File: src/rtl/fa_pkg.sv
package fa_pkg;
  localparam int SYM_W = 12;
  localparam int PAY_W = 10;
  localparam int PH_W  = $clog2(SYM_W);

  typedef logic [SYM_W-1:0] win_t;
  typedef logic [PAY_W-1:0] pay_t;

  // framing pair: oldest bit in window high, newest low
  function automatic logic pair_ok_of(win_t w);
    return w[SYM_W-1] & ~w[0];
  endfunction

  // payload bit i sits i+1 positions after the start bit
  function automatic pay_t pay_of(win_t w);
    pay_t p;
    for (int i = 0; i < PAY_W; i++) p[i] = w[SYM_W-2-i];
    return p;
  endfunction

  function automatic int unsigned ones_of(logic [SYM_W-1:0] v);
    int unsigned n = 0;
    for (int i = 0; i < SYM_W; i++) n += int'(v[i]);
    return n;
  endfunction
endpackage

File: src/rtl/fa_window.sv
module fa_window
  import fa_pkg::*;
(
  input  logic            clk,
  input  logic            rst_n,
  input  logic            clr,
  input  logic            ser_in,
  output win_t            win,
  output logic [PH_W-1:0] phase
);
  logic [SYM_W-2:0] hist;

  assign win = {hist, ser_in};

  always_ff @(posedge clk or negedge rst_n) begin
    if (!rst_n) begin
      hist  <= '0;
      phase <= '0;
    end else if (clr) begin
      hist  <= '0;
      phase <= '0;
    end else begin
      hist  <= win[SYM_W-2:0];
      phase <= (phase == PH_W'(SYM_W-1)) ? '0 : phase + 1'b1;
    end
  end
endmodule

File: src/rtl/fa_search.sv
module fa_search
  import fa_pkg::*;
#(
  parameter int MATCH_N = 8
) (
  input  logic             clk,
  input  logic             rst_n,
  input  logic             clr,
  input  logic [PH_W-1:0]  phase,
  input  logic             pair_ok,
  output logic [SYM_W-1:0] sat,
  output logic             acq
);
  localparam int CW = $clog2(MATCH_N + 1);

  for (genvar g = 0; g < SYM_W; g++) begin : g_ph
    logic [CW-1:0] cnt;
    always_ff @(posedge clk or negedge rst_n) begin
      if (!rst_n)                     cnt <= '0;
      else if (clr)                   cnt <= '0;
      else if (phase == PH_W'(g)) begin
        if (!pair_ok)                 cnt <= '0;
        else if (cnt != CW'(MATCH_N)) cnt <= cnt + 1'b1;
      end
    end
    assign sat[g] = (cnt == CW'(MATCH_N));
  end

  // confirmed phase matches again while no rival is saturated
  assign acq = pair_ok & sat[phase] & (ones_of(sat) == 1);
endmodule

File: src/rtl/fa_track.sv
module fa_track
  import fa_pkg::*;
#(
  parameter int LOSS_N = 4
) (
  input  logic            clk,
  input  logic            rst_n,
  input  logic            clr,
  input  logic [PH_W-1:0] phase,
  input  logic            pair_ok,
  input  logic            acq,
  input  pay_t            pay,
  input  logic            out_en,
  output logic            locked,
  output logic            tick,
  output logic            drop,
  output logic            emit,
  output pay_t            word_q,
  output logic            stb_q
);
  localparam int BW = (LOSS_N > 2) ? $clog2(LOSS_N) : 1;

  logic [PH_W-1:0] lock_ph;
  logic [BW-1:0]   bad;

  assign tick = locked & (phase == lock_ph);
  assign drop = tick & ~pair_ok & (bad == BW'(LOSS_N-1));
  assign emit = (tick & ~drop) | (~locked & acq);

  always_ff @(posedge clk or negedge rst_n) begin
    if (!rst_n) begin
      locked <= 1'b0; lock_ph <= '0; bad <= '0; word_q <= '0; stb_q <= 1'b0;
    end else if (clr) begin
      locked <= 1'b0; lock_ph <= '0; bad <= '0; word_q <= '0; stb_q <= 1'b0;
    end else begin
      if (!locked && acq) begin
        locked  <= 1'b1;
        lock_ph <= phase;
        bad     <= '0;
      end else if (drop) begin
        locked <= 1'b0;
        bad    <= '0;
      end else if (tick) begin
        bad <= pair_ok ? '0 : bad + 1'b1;
      end
      stb_q <= emit & out_en;
      if (emit)      word_q <= pay;
      else if (drop) word_q <= '0;
    end
  end
endmodule

File: src/rtl/frame_aligner.sv
module frame_aligner
  import fa_pkg::*;
#(
  parameter int MATCH_N = 8,
  parameter int LOSS_N  = 4
) (
  input  logic             clk,
  input  logic             rst_n,
  input  logic             ser_bit,
  input  logic             out_en,
  input  logic             sleep,
  output logic [PAY_W-1:0] word,
  output logic             word_stb,
  output logic             lock_n
);
  win_t             win;
  logic [PH_W-1:0]  phase;
  logic             pair_ok;
  logic [SYM_W-1:0] sat;
  logic             acq, locked, tick, drop, emit, stb_q;
  pay_t             word_q;

  assign pair_ok = pair_ok_of(win);

  fa_window u_win (
    .clk(clk), .rst_n(rst_n), .clr(sleep), .ser_in(ser_bit),
    .win(win), .phase(phase)
  );

  fa_search #(.MATCH_N(MATCH_N)) u_srch (
    .clk(clk), .rst_n(rst_n), .clr(sleep | locked), .phase(phase),
    .pair_ok(pair_ok), .sat(sat), .acq(acq)
  );

  fa_track #(.LOSS_N(LOSS_N)) u_trk (
    .clk(clk), .rst_n(rst_n), .clr(sleep), .phase(phase),
    .pair_ok(pair_ok), .acq(acq), .pay(pay_of(win)), .out_en(out_en),
    .locked(locked), .tick(tick), .drop(drop), .emit(emit),
    .word_q(word_q), .stb_q(stb_q)
  );

  assign word     = (locked && out_en) ? word_q : '0;
  assign word_stb = stb_q & out_en;
  assign lock_n   = ~locked;
endmodule

File: config.mk
export PLATFORM = sky130hd
export DESIGN_NAME = frame_aligner
export DESIGN_NICKNAME = d
export VERILOG_FILES = /design/src/rtl/fa_pkg.sv /design/src/rtl/fa_window.sv /design/src/rtl/fa_search.sv /design/src/rtl/fa_track.sv /design/src/rtl/frame_aligner.sv
export SDC_FILE = /design/constraint.sdc
export NUM_CORES = 1
export LEC_CHECK = 0
export BUFFER_PORTS_ARGS = -buffer_cell sky130_fd_sc_hd__buf_2
export CORE_ASPECT_RATIO = 1.1
export CORE_MARGIN = 2
export CORE_UTILIZATION = 50
export DETAILED_ROUTE_END_ITERATION = 10
export GPL_TIMING_DRIVEN = 0
export PLACE_DENSITY = 0.67
export SYNTH_ARGS = -nofsm -noshare
export SYNTH_HDL_FRONTEND = slang
export SYNTH_SLANG_ARGS = --single-unit
File: constraint.sdc
create_clock -name clk -period 5.7 [get_ports clk]
set_input_delay 0.57 -clock clk [delete_from_list [all_inputs] [get_ports clk]]
set_output_delay 0.57 -clock clk [all_outputs]
set_load 0.01 [all_outputs]
After elaboration in Yosys (flattened, before gate mapping):

Index checks and enable logic that the tools add are counted.

* register bits: 81
* logic and storage cells: 211

* $add $sub $neg: 25
* $lt $le $gt $ge: 1
* eq/ne operators: 50
* muxes and demuxes: 68
* bitwise logic cells: 16
* reduce and logical (&&, ||, !) cells: 32

Operators with widths (count)
* adder 32 x 1 -> 32 bit: 10
* two-way mux 4 bit: 52
* equality test 4 bit (second input constant): 16
* adder 4 x 1 -> 4 bit (second input constant): 13
* inequality test 4 bit (second input constant): 12
* two-way mux 10 bit: 4
* inequality test 3 x 2 -> 1 bit (second input constant): 12
* equality test 32 x 1 -> 1 bit (second input constant): 1
* nonzero test 2 bit: 13
* AND reduction 2 bit: 12
* equality test 4 x 3 -> 1 bit (second input constant): 4
* two-way mux 11 bit: 1
* AND 1 bit: 10
* two-way mux 2 bit: 5
* equality test 4 x 2 -> 1 bit (second input constant): 2
* nonzero test 3 bit: 2
* < comparator 4 x 5 -> 1 bit (second input constant): 1
* two-way mux 1 bit: 5
* binary-select mux 1 bit (select 4 bit): 1
* equality test 4 x 1 -> 1 bit (second input constant): 1
* equality test 4 bit: 1
* logical NOT 4 bit: 1
* NOT 1 bit: 4
* nonzero test 4 bit: 1
* other kinds (6): 8

Depth between registers and ports, before layout:

Gate-level depths: netlist (run 1).

* depth in word-level cells: 18
* mapped depth: 20
* gate-level depth less buffers: 19

By module:

Synthesis (run 1) repeated with hierarchy kept, for this count alone.

* cells, all modules: 518
* area total of the unflattened synthesis: 4787.1 µm²

Modules (own cells, without submodules)
* fa_search: instances 1, cells an instance 376, area each 3286.9 µm², sequential area each 1201.2 µm²
* fa_track: instances 1, cells an instance 86, area each 864.6 µm², sequential area each 450.4 µm²
* fa_window: instances 1, cells an instance 40, area each 533.0 µm², sequential area each 375.4 µm²
* frame_aligner: instances 1, cells an instance 16, area each 102.6 µm², sequential area each 0.0 µm²

Worst setup path after synthesis (run 1):

Ideal clock, no wire load.

* path type: reg-to-reg
* start: register u_srch.g_ph[0].cnt[0]
* end: register u_trk.word_q[1]
* arrival time: 4.620 ns
* setup slack: 0.979 ns
* stages on the path, launching flop included: 21
* path through: dfrtp_1 > inv_1 > ha_1 > nand3b_1 > inv_1 > ha_1 > fa_1 > inv_1 > fa_1 > fa_1 > inv_1 > fa_1 > inv_1 > fa_1 > nor4bb_1 > nand3_1 > a2111oi_4 > nand4_4 > nor2b_4 > buf_6 > o32ai_1

* longest elaborated chain between the ends: 18

Ends and longest elaborated chain
* from (decl): RTL line fa_search.sv:17 `logic [CW-1:0] cnt;`
* from (signal assigned): RTL line fa_search.sv:23 `else if (cnt != CW'(MATCH_N)) cnt <= cnt + 1'b1;`
* equality test 4 bit (*): RTL line fa_search.sv:26 `assign sat[g] = (cnt == CW'(MATCH_N));`
* adder 1 x 1 -> 2 bit: RTL line fa_pkg.sv:23 `for (int i = 0; i < SYM_W; i++) n += int'(v[i]);`
* adder 32 x 1 -> 32 bit (10 in a row): RTL line fa_pkg.sv:23
* equality test 32 x 1 -> 1 bit: RTL line fa_search.sv:30 `assign acq = pair_ok & sat[phase] & (ones_of(sat) == 1);`
* AND 1 bit (*): RTL line fa_search.sv:30
* AND 1 bit (*): RTL line fa_track.sv:28 `assign emit = (tick & ~drop) | (~locked & acq);`
* OR 1 bit (*): RTL line fa_track.sv:28
* two-way mux 10 bit: RTL line fa_track.sv:47 `if (emit) word_q <= pay;`
* two-way mux 10 bit: RTL line fa_track.sv:33 `end else if (clr) begin`
* to (signal assigned): RTL line fa_track.sv:47
* to (decl): RTL line fa_track.sv:18 `output pay_t word_q,`

Every way passes the cells marked *; elsewhere a longest branch is shown, timed or not. The select of a mux whose other input is x is not followed.
A chain may end at the register's enable or synchronous reset.

Worst setup path after layout (run 1):

* start: register u_srch.g_ph[0].cnt[0]
* end: register u_trk.word_q[9]

The elaborated chain is that of the path after synthesis.

==> metrics.md, run 1 <==
| Metric | Value |
|---|---|
| CP Data Arrival Time | 5.39 ns |
| Ys flop type | dfrtp_1 |
| Final WL | 10610 um |
| Pwr dens | 199.1 mW/mm2 |
| DR vias | 3811 |
| Die height | 106.5 um |
| Post-synth ARST share | 100.0% |
| Most frequent cells in the layout | dfrtp_1, nor2_1, inv_1 |
| Setup violators final | 0 |
| Crit-path max FO | 10 |
| Placement row count | 37 |
| Layout Nets | 598 |
| Initial antenna violation count | 0 |
| Netlist Area Pre-Place | 0.004776 mm2 |
| Syn_nets | 570 |
| CTS tree | done |
| GPL Wtd Cong | 0.8647 |
| DP Cell Count | 659 |
| Worst Max-Slew Pin Slew | 0.7064 ns |
| Syn Inst Count | 525 |
| Met2 Use GR | 35.02% |
| Final HPWL DP | 7645 um |
| Met1 Use GR | 28.53% |
| RSZ-0062 raised after global routing | false |
| CP startpoint kind | register |
| Vias in the first global route | 3766 |
| EDFF count, synth | 0 |
| Tightest Hold Check Type | in2async |
| Post-Route Setup TNS | 0 ns |
| FF+latch count, synth | 81 |
| Starting DRC count in detailed routing | 223 |
| Clock Tree Root | clkbuf_8 |
| Area growth syn-to-layout | 9.117% |
| Final Max Slew Viols | 0 |
| Most common cell after layout, fill and taps aside | dfrtp_1 |
| Clock Path Buffers | 2 |
| Die Width | 97.19 um |
| ANT cells | 0 |
| Largest net degree at the start of global routing | 49 |
| GRT Total Usage | 21.65% |
| Num CTS Buffers | 9 |
| R2R depth | 19 |
| # IOs | 17 |
| VDD IR max | 0.1294 mV |
| Crit end category | register |
| Pleak | 2.611 nW |
| Grt ovf | 0 |
| Post-CTS Setup Bufs | 0 |
| Starting Density | 51.32% |
| Worst Path Required | 5.93 ns |
| Status | complete, no violations |
| CTS resizes | 0 |
| Final worst-path cycle share | 90.56% |
| Reg-to-reg endpoint | u_trk.word_q[9] |
| Sequential area share after synthesis | 42.44% |
| I/O Buffers | 16 |
| Die area | 0.01035 mm2 |
| Share of cells above drive strength 1 | 8.781% |
| Non-filler cells in the finished layout | 675 |
| Most Crowded Layer GR | met2 |
| Post-synthesis cell type count | 46 |
| FILL cells | 856 |
| Reg2reg setup slack | 0.54 ns |
| Length of the first detailed-routing pass in iterations | 5 |
| Post-DR wirelength/cell | 15.72 um |
| H-tree level count | 3 |
| Worst r2r src | u_srch.g_ph[0].cnt[0] |
| Clock-pin slew of the registers on the worst-case setup and hold paths | 0.09 ns |
| Critical Setup Path Class | reg2reg |
| Core area | 0.009305 mm2 |
| First-pass GRT wire length | 17860 um |
| Final ANT Viol Nets | 0 |
| Clk_lat worst skew | 0.36 ns |
| Clk sinks | 81 |
| Final min period | 5.162 ns |
| Max_cap viols | 0 |
| Syn_area_per_cell | 9.097 um2 |
| Final Skew | 0.006221 ns |
| # hold bufs at CTS | 0 |
| Met3 Use GR | 3.748% |
| Synth warn | 0 |
| Hold Vio Cnt, Final | 0 |
| DRC viols | 0 |
| Rel. slew slack | 52.73% |
| Max Fclk | 0.1937 GHz |
| Via/cell ratio | 5.646 |
-- synth_stat cells (2+ instances only) --
cell,n,area [um2]
o32ai_1,10,87.58
a211oi_1,2,15.01
nand2b_1,12,75.07
nand4_1,6,37.54
ha_1,33,412.9
and3_1,16,100.1
and2_1,5,31.28
nor2b_1,4,25.02
inv_1,57,214.0
clkbuf_1,15,56.30
o211ai_1,3,22.52
dfrtp_1,81,2027
nor3_1,10,50.05
o21ai_0,42,210.2
fa_1,7,140.1
xnor2_1,2,17.52
nand3b_1,14,105.1
xor2_1,3,26.28
a31oi_1,7,43.79
mux2i_1,5,50.05
nand3_1,17,85.08
nand2_1,32,120.1
o211a_1,8,80.08
nor2_1,76,285.3
or4_1,5,37.54
buf_6,3,33.78
o2111ai_1,2,17.52
a21oi_1,29,145.1
nor2b_4,2,27.53
-- final cells by class --
cell class | count | area (um2) | area share (%)
plain buffers | 20 | 102.6 | 1.969
clock buffers | 9 | 123.9 | 2.377
clock inverters | 7 | 55.05 | 1.056
inverters | 58 | 217.7 | 4.178
multi-input cells | 366 | 2429 | 46.60
flip-flops and latches | 81 | 2027 | 38.90
well taps | 117 | 146.4 | 2.809
repair buffers | 17 | 110.1 | 2.113
-- kinds of logic after synthesis --
family | after synthesis | synth area share, %
xor+xnor | 5 | 0.9171
compound gates | 106 | 13.94
flops | 81 | 42.44
mux | 7 | 1.755
simple gates | 208 | 22.66
buf+inv | 78 | 6.707
fa+ha+maj | 40 | 11.58
-- worst max-delay path by stage --
stage / from / to / slack, ns
floorplan: u_srch.g_ph[0].cnt[0] / u_trk.word_q[1] / 0.98
global placement: u_srch.g_ph[0].cnt[0] / u_trk.word_q[5] / 0.65
detailed placement: u_srch.g_ph[0].cnt[0] / u_trk.word_q[9] / 0.56
CTS: u_srch.g_ph[0].cnt[0] / u_trk.word_q[9] / 0.54
global route: u_srch.g_ph[0].cnt[0] / u_trk.word_q[9] / 0.16
finish: u_srch.g_ph[0].cnt[0] / u_trk.word_q[9] / 0.54
-- power by group --
| group | internal [mW] | switching (mW) |
|---|---|---|
| registers | 0.577 | 0.00337 |
| logic | 0.0196 | 0.0465 |
| clock network | 0.162 | 0.229 |
| total | 0.758 | 0.279 |
-- through the flow --
stage	setup slack, ns	util (%)	hold WS [ns]	power, mW	instance area [um2]
detailed placement	0.5628	54.08	0.4603	0.6583	5032
floorplan	0.9793	-	0.2744	0.6283	4776
finish	0.5380	56.00	0.1597	1.037	5211
CTS	0.5403	56.00	0.1592	1.052	5211
global route	0.1588	56.00	0.1841	1.084	5211
global placement	0.6540	53.76	0.4552	0.6547	5002
-- worst max-delay path, cell delays in order (launching register included) --
cell and delay (ns):
dfrtp_1 0.42, inv_1 0.06, ha_1 0.19, nand3b_1 0.13, inv_1 0.06, ha_1 0.30, fa_1 0.49, inv_1 0.06
fa_1 0.52, fa_1 0.41, inv_1 0.08, fa_1 0.19, inv_1 0.06, fa_1 0.47, nor4bb_1 0.26, nand3_1 0.17
a2111oi_4 0.44, nand4_4 0.24, nand2_1 0.35, o32ai_1 0.13
-- registers in the layout, indices dropped and copies added (netlist names) --
signal	flops
u_srch.g_ph.cnt	48
u_trk.bad	2
u_trk.lock_ph	4
u_trk.locked	1
u_trk.stb_q	1
u_trk.word_q	10
u_win.hist	11
u_win.phase	4
-- per-layer routing --
metal	wire length (um)	vias up
met5	0	-
met4	201	0
met3	439	13
met2	5029	76
met1	4942	1878
li1	-	1844
(Power assumes the default switching activity.)
==> run 2, diff against run 1 <==
--- a/config.mk
+++ b/config.mk
@@ -11,7 +11,7 @@
 export CORE_UTILIZATION = 50
 export DETAILED_ROUTE_END_ITERATION = 10
 export GPL_TIMING_DRIVEN = 0
-export PLACE_DENSITY = 0.67
+export PLACE_DENSITY = 0.69
 export SYNTH_ARGS = -nofsm -noshare
 export SYNTH_HDL_FRONTEND = slang
 export SYNTH_SLANG_ARGS = --single-unit
==> constraint.sdc (replaced) <==
create_clock -name clk -period 4.25 [get_ports clk]
set_input_delay 0.425 -clock clk [delete_from_list [all_inputs] [get_ports clk]]
set_output_delay 0.425 -clock clk [all_outputs]
set_load 0.01 [all_outputs]
==> metrics.md, run 2 (same netlist as run 1, synthesis figures left out) <==
| Metric | Value |
|---|---|
| Rel. slew slack | 39.36% |
| # IOs | 17 |
| Length of the first detailed-routing pass in iterations | 6 |
| Starting Density | 51.32% |
| Max Fclk | 0.2095 GHz |
| FILL cells | 840 |
| Final Skew | 0.01177 ns |
| Post-DR wirelength/cell | 15.44 um |
| Setup violators final | 18 |
| H-tree level count | 3 |
| DRC viols | 0 |
| GPL Wtd Cong | 0.9078 |
| Largest Register | u_srch.g_ph.cnt |
| Starting DRC count in detailed routing | 226 |
| Most common cell after layout, fill and taps aside | dfrtp_1 |
| Num CTS Buffers | 9 |
| DR vias | 3805 |
| Worst Max-Slew Pin Slew | 0.9062 ns |
| Grt ovf | 0 |
| Core area | 0.009305 mm2 |
| ANT cells | 0 |
| Final ANT Viol Nets | 0 |
| Initial antenna violation count | 0 |
| Crit-path max FO | 5 |
| Placed Area | 0.005042 mm2 |
| CP startpoint kind | register |
| Clock Tree Root | clkbuf_8 |
| Vias in the first global route | 3834 |
| Largest net degree at the start of global routing | 43 |
| Clock-pin slew of the registers on the worst-case setup and hold paths | 0.09 ns |
| Placement row count | 37 |
| Worst setup margin | -0.5224 ns |
| Die area | 0.01035 mm2 |
| Final WL | 10570 um |
| Die height | 106.5 um |
| CTS tree | done |
| Most frequent cells in the layout | dfrtp_1, nor2_1, inv_1 |
| Crit end category | register |
| # hold bufs at CTS | 0 |
| Critical Setup Path Class | reg2reg |
| Final Max Slew Viols | 0 |
| Failing checks | negative setup slack |
| I/O Buffers | 16 |
| Max_cap viols | 0 |
| Die Width | 97.19 um |
| Layout Nets | 608 |
| Pwr dens | 264.0 mW/mm2 |
| Hold Vio Cnt, Final | 0 |
| Final worst-path cycle share | 112.3% |
| Worst Path Required | 4.53 ns |
| Clk sinks | 81 |
| CP Data Arrival Time | 5.05 ns |
| Max FFs per register | 48 |
| Final min period | 4.772 ns |
| Top flop regs | u_srch.g_ph.cnt (48), u_win.hist (11), u_trk.word_q (10) |
| First-pass GRT wire length | 18270 um |
| Tightest Hold Check Type | in2async |
| Post-Route Setup TNS | -8.486 ns |
| Post-layout util | 57.51% |
| VDD IR max | 0.1683 mV |
| Via/cell ratio | 5.555 |
| GRT Total Usage | 22.07% |
| Status | complete, but fails checks |
| Clock Path Buffers | 2 |
| Final HPWL DP | 7436 um |
| Finished Cell Area | 0.005351 mm2 |
| Area growth syn-to-layout | 12.05% |
| Pleak | 2.653 nW |
| RSZ-0062 raised after global routing | true |
| Clk_lat worst skew | 0.37 ns |
| Share of cells above drive strength 1 | 12.85% |
-- run 2: final cells by class --
type / count / area (um2) / share of cell area [%]
multi-input cells: 366 / 2487 / 46.48
flip-flops and latches: 81 / 2027 / 37.88
inverters: 58 / 217.7 / 4.068
repair buffers: 27 / 188.9 / 3.531
well taps: 117 / 146.4 / 2.736
clock buffers: 9 / 123.9 / 2.315
plain buffers: 20 / 102.6 / 1.917
clock inverters: 7 / 57.56 / 1.076
-- run 2: critical path, cell delays in order (launching register included) --
cell	delay [ns]
dfrtp_1	0.39
inv_1	0.06
ha_2	0.15
nand3b_1	0.16
inv_2	0.11
ha_4	0.20
fa_1	0.47
inv_1	0.05
fa_1	0.49
fa_1	0.44
inv_2	0.07
fa_2	0.20
inv_2	0.04
fa_1	0.48
nor4bb_2	0.20
nand3_1	0.15
a2111oi_4	0.39
nand4_4	0.18
nor2b_4	0.19
buf_6	0.14
o32ai_1	0.11
-- run 2: what timing repair did --
item | in CTS | in global routing
gates resized for setup | 9 | 3
endpoints found under the setup margin | 18 | 18
buffers inserted | 8 | 1
cloned | 1 | 0
pin swaps | 7 | 6
-- run 2: metal layers --
| metal | global-route usage, % | vias to the layer above | part of all wire, % |
|---|---|---|---|
| met5 | 0 | - | 0 |
| met4 | 9.557 | 0 | 1.4 |
| met3 | 2.630 | 13 | 2.9 |
| met2 | 36.76 | 48 | 49 |
| met1 | 29.25 | 1877 | 47 |
| li1 | - | 1867 | - |
-- run 2: worst paths after layout --
check | start | slack (ns) | to | depth (start not counted)
setup / recovery | u_srch.g_ph[0].cnt[1] | -0.52 | u_trk.word_q[3] | 20
hold / removal | rst_n | 0.03 | u_srch.g_ph[11].cnt[1] | 1
setup reg to reg | u_srch.g_ph[0].cnt[1] | -0.52 | u_trk.word_q[3] | 20
hold reg to reg | u_win.hist[3] | 0.47 | u_win.hist[4] | 2
max in group asynchronous | rst_n | 3.61 | u_win.hist[9] | 2
min in group clk | ser_bit | 0.34 | u_win.hist[0] | 2
-- run 2: through the flow --
step                      instances  setup WS [ns]  total power, mW  hold slack [ns]
after global routing            685        -0.7695            1.469          0.07448
after global placement          658        -0.6873           0.8788           0.4467
after detailed placement        659        -0.7348           0.8826           0.4487
final                           685        -0.5224            1.413          0.03365
after floorplan                 525        -0.3441           0.8427           0.1294
after CTS                       684        -0.6100            1.426          0.04864
-- run 2: report_power, final --
| group | internal (mW) | switching (mW) | total [mW] |
|---|---|---|---|
| Combinational | 0.0257 | 0.0638 | 0.0895 |
| Sequential | 0.774 | 0.00437 | 0.778 |
| Clock | 0.221 | 0.324 | 0.545 |
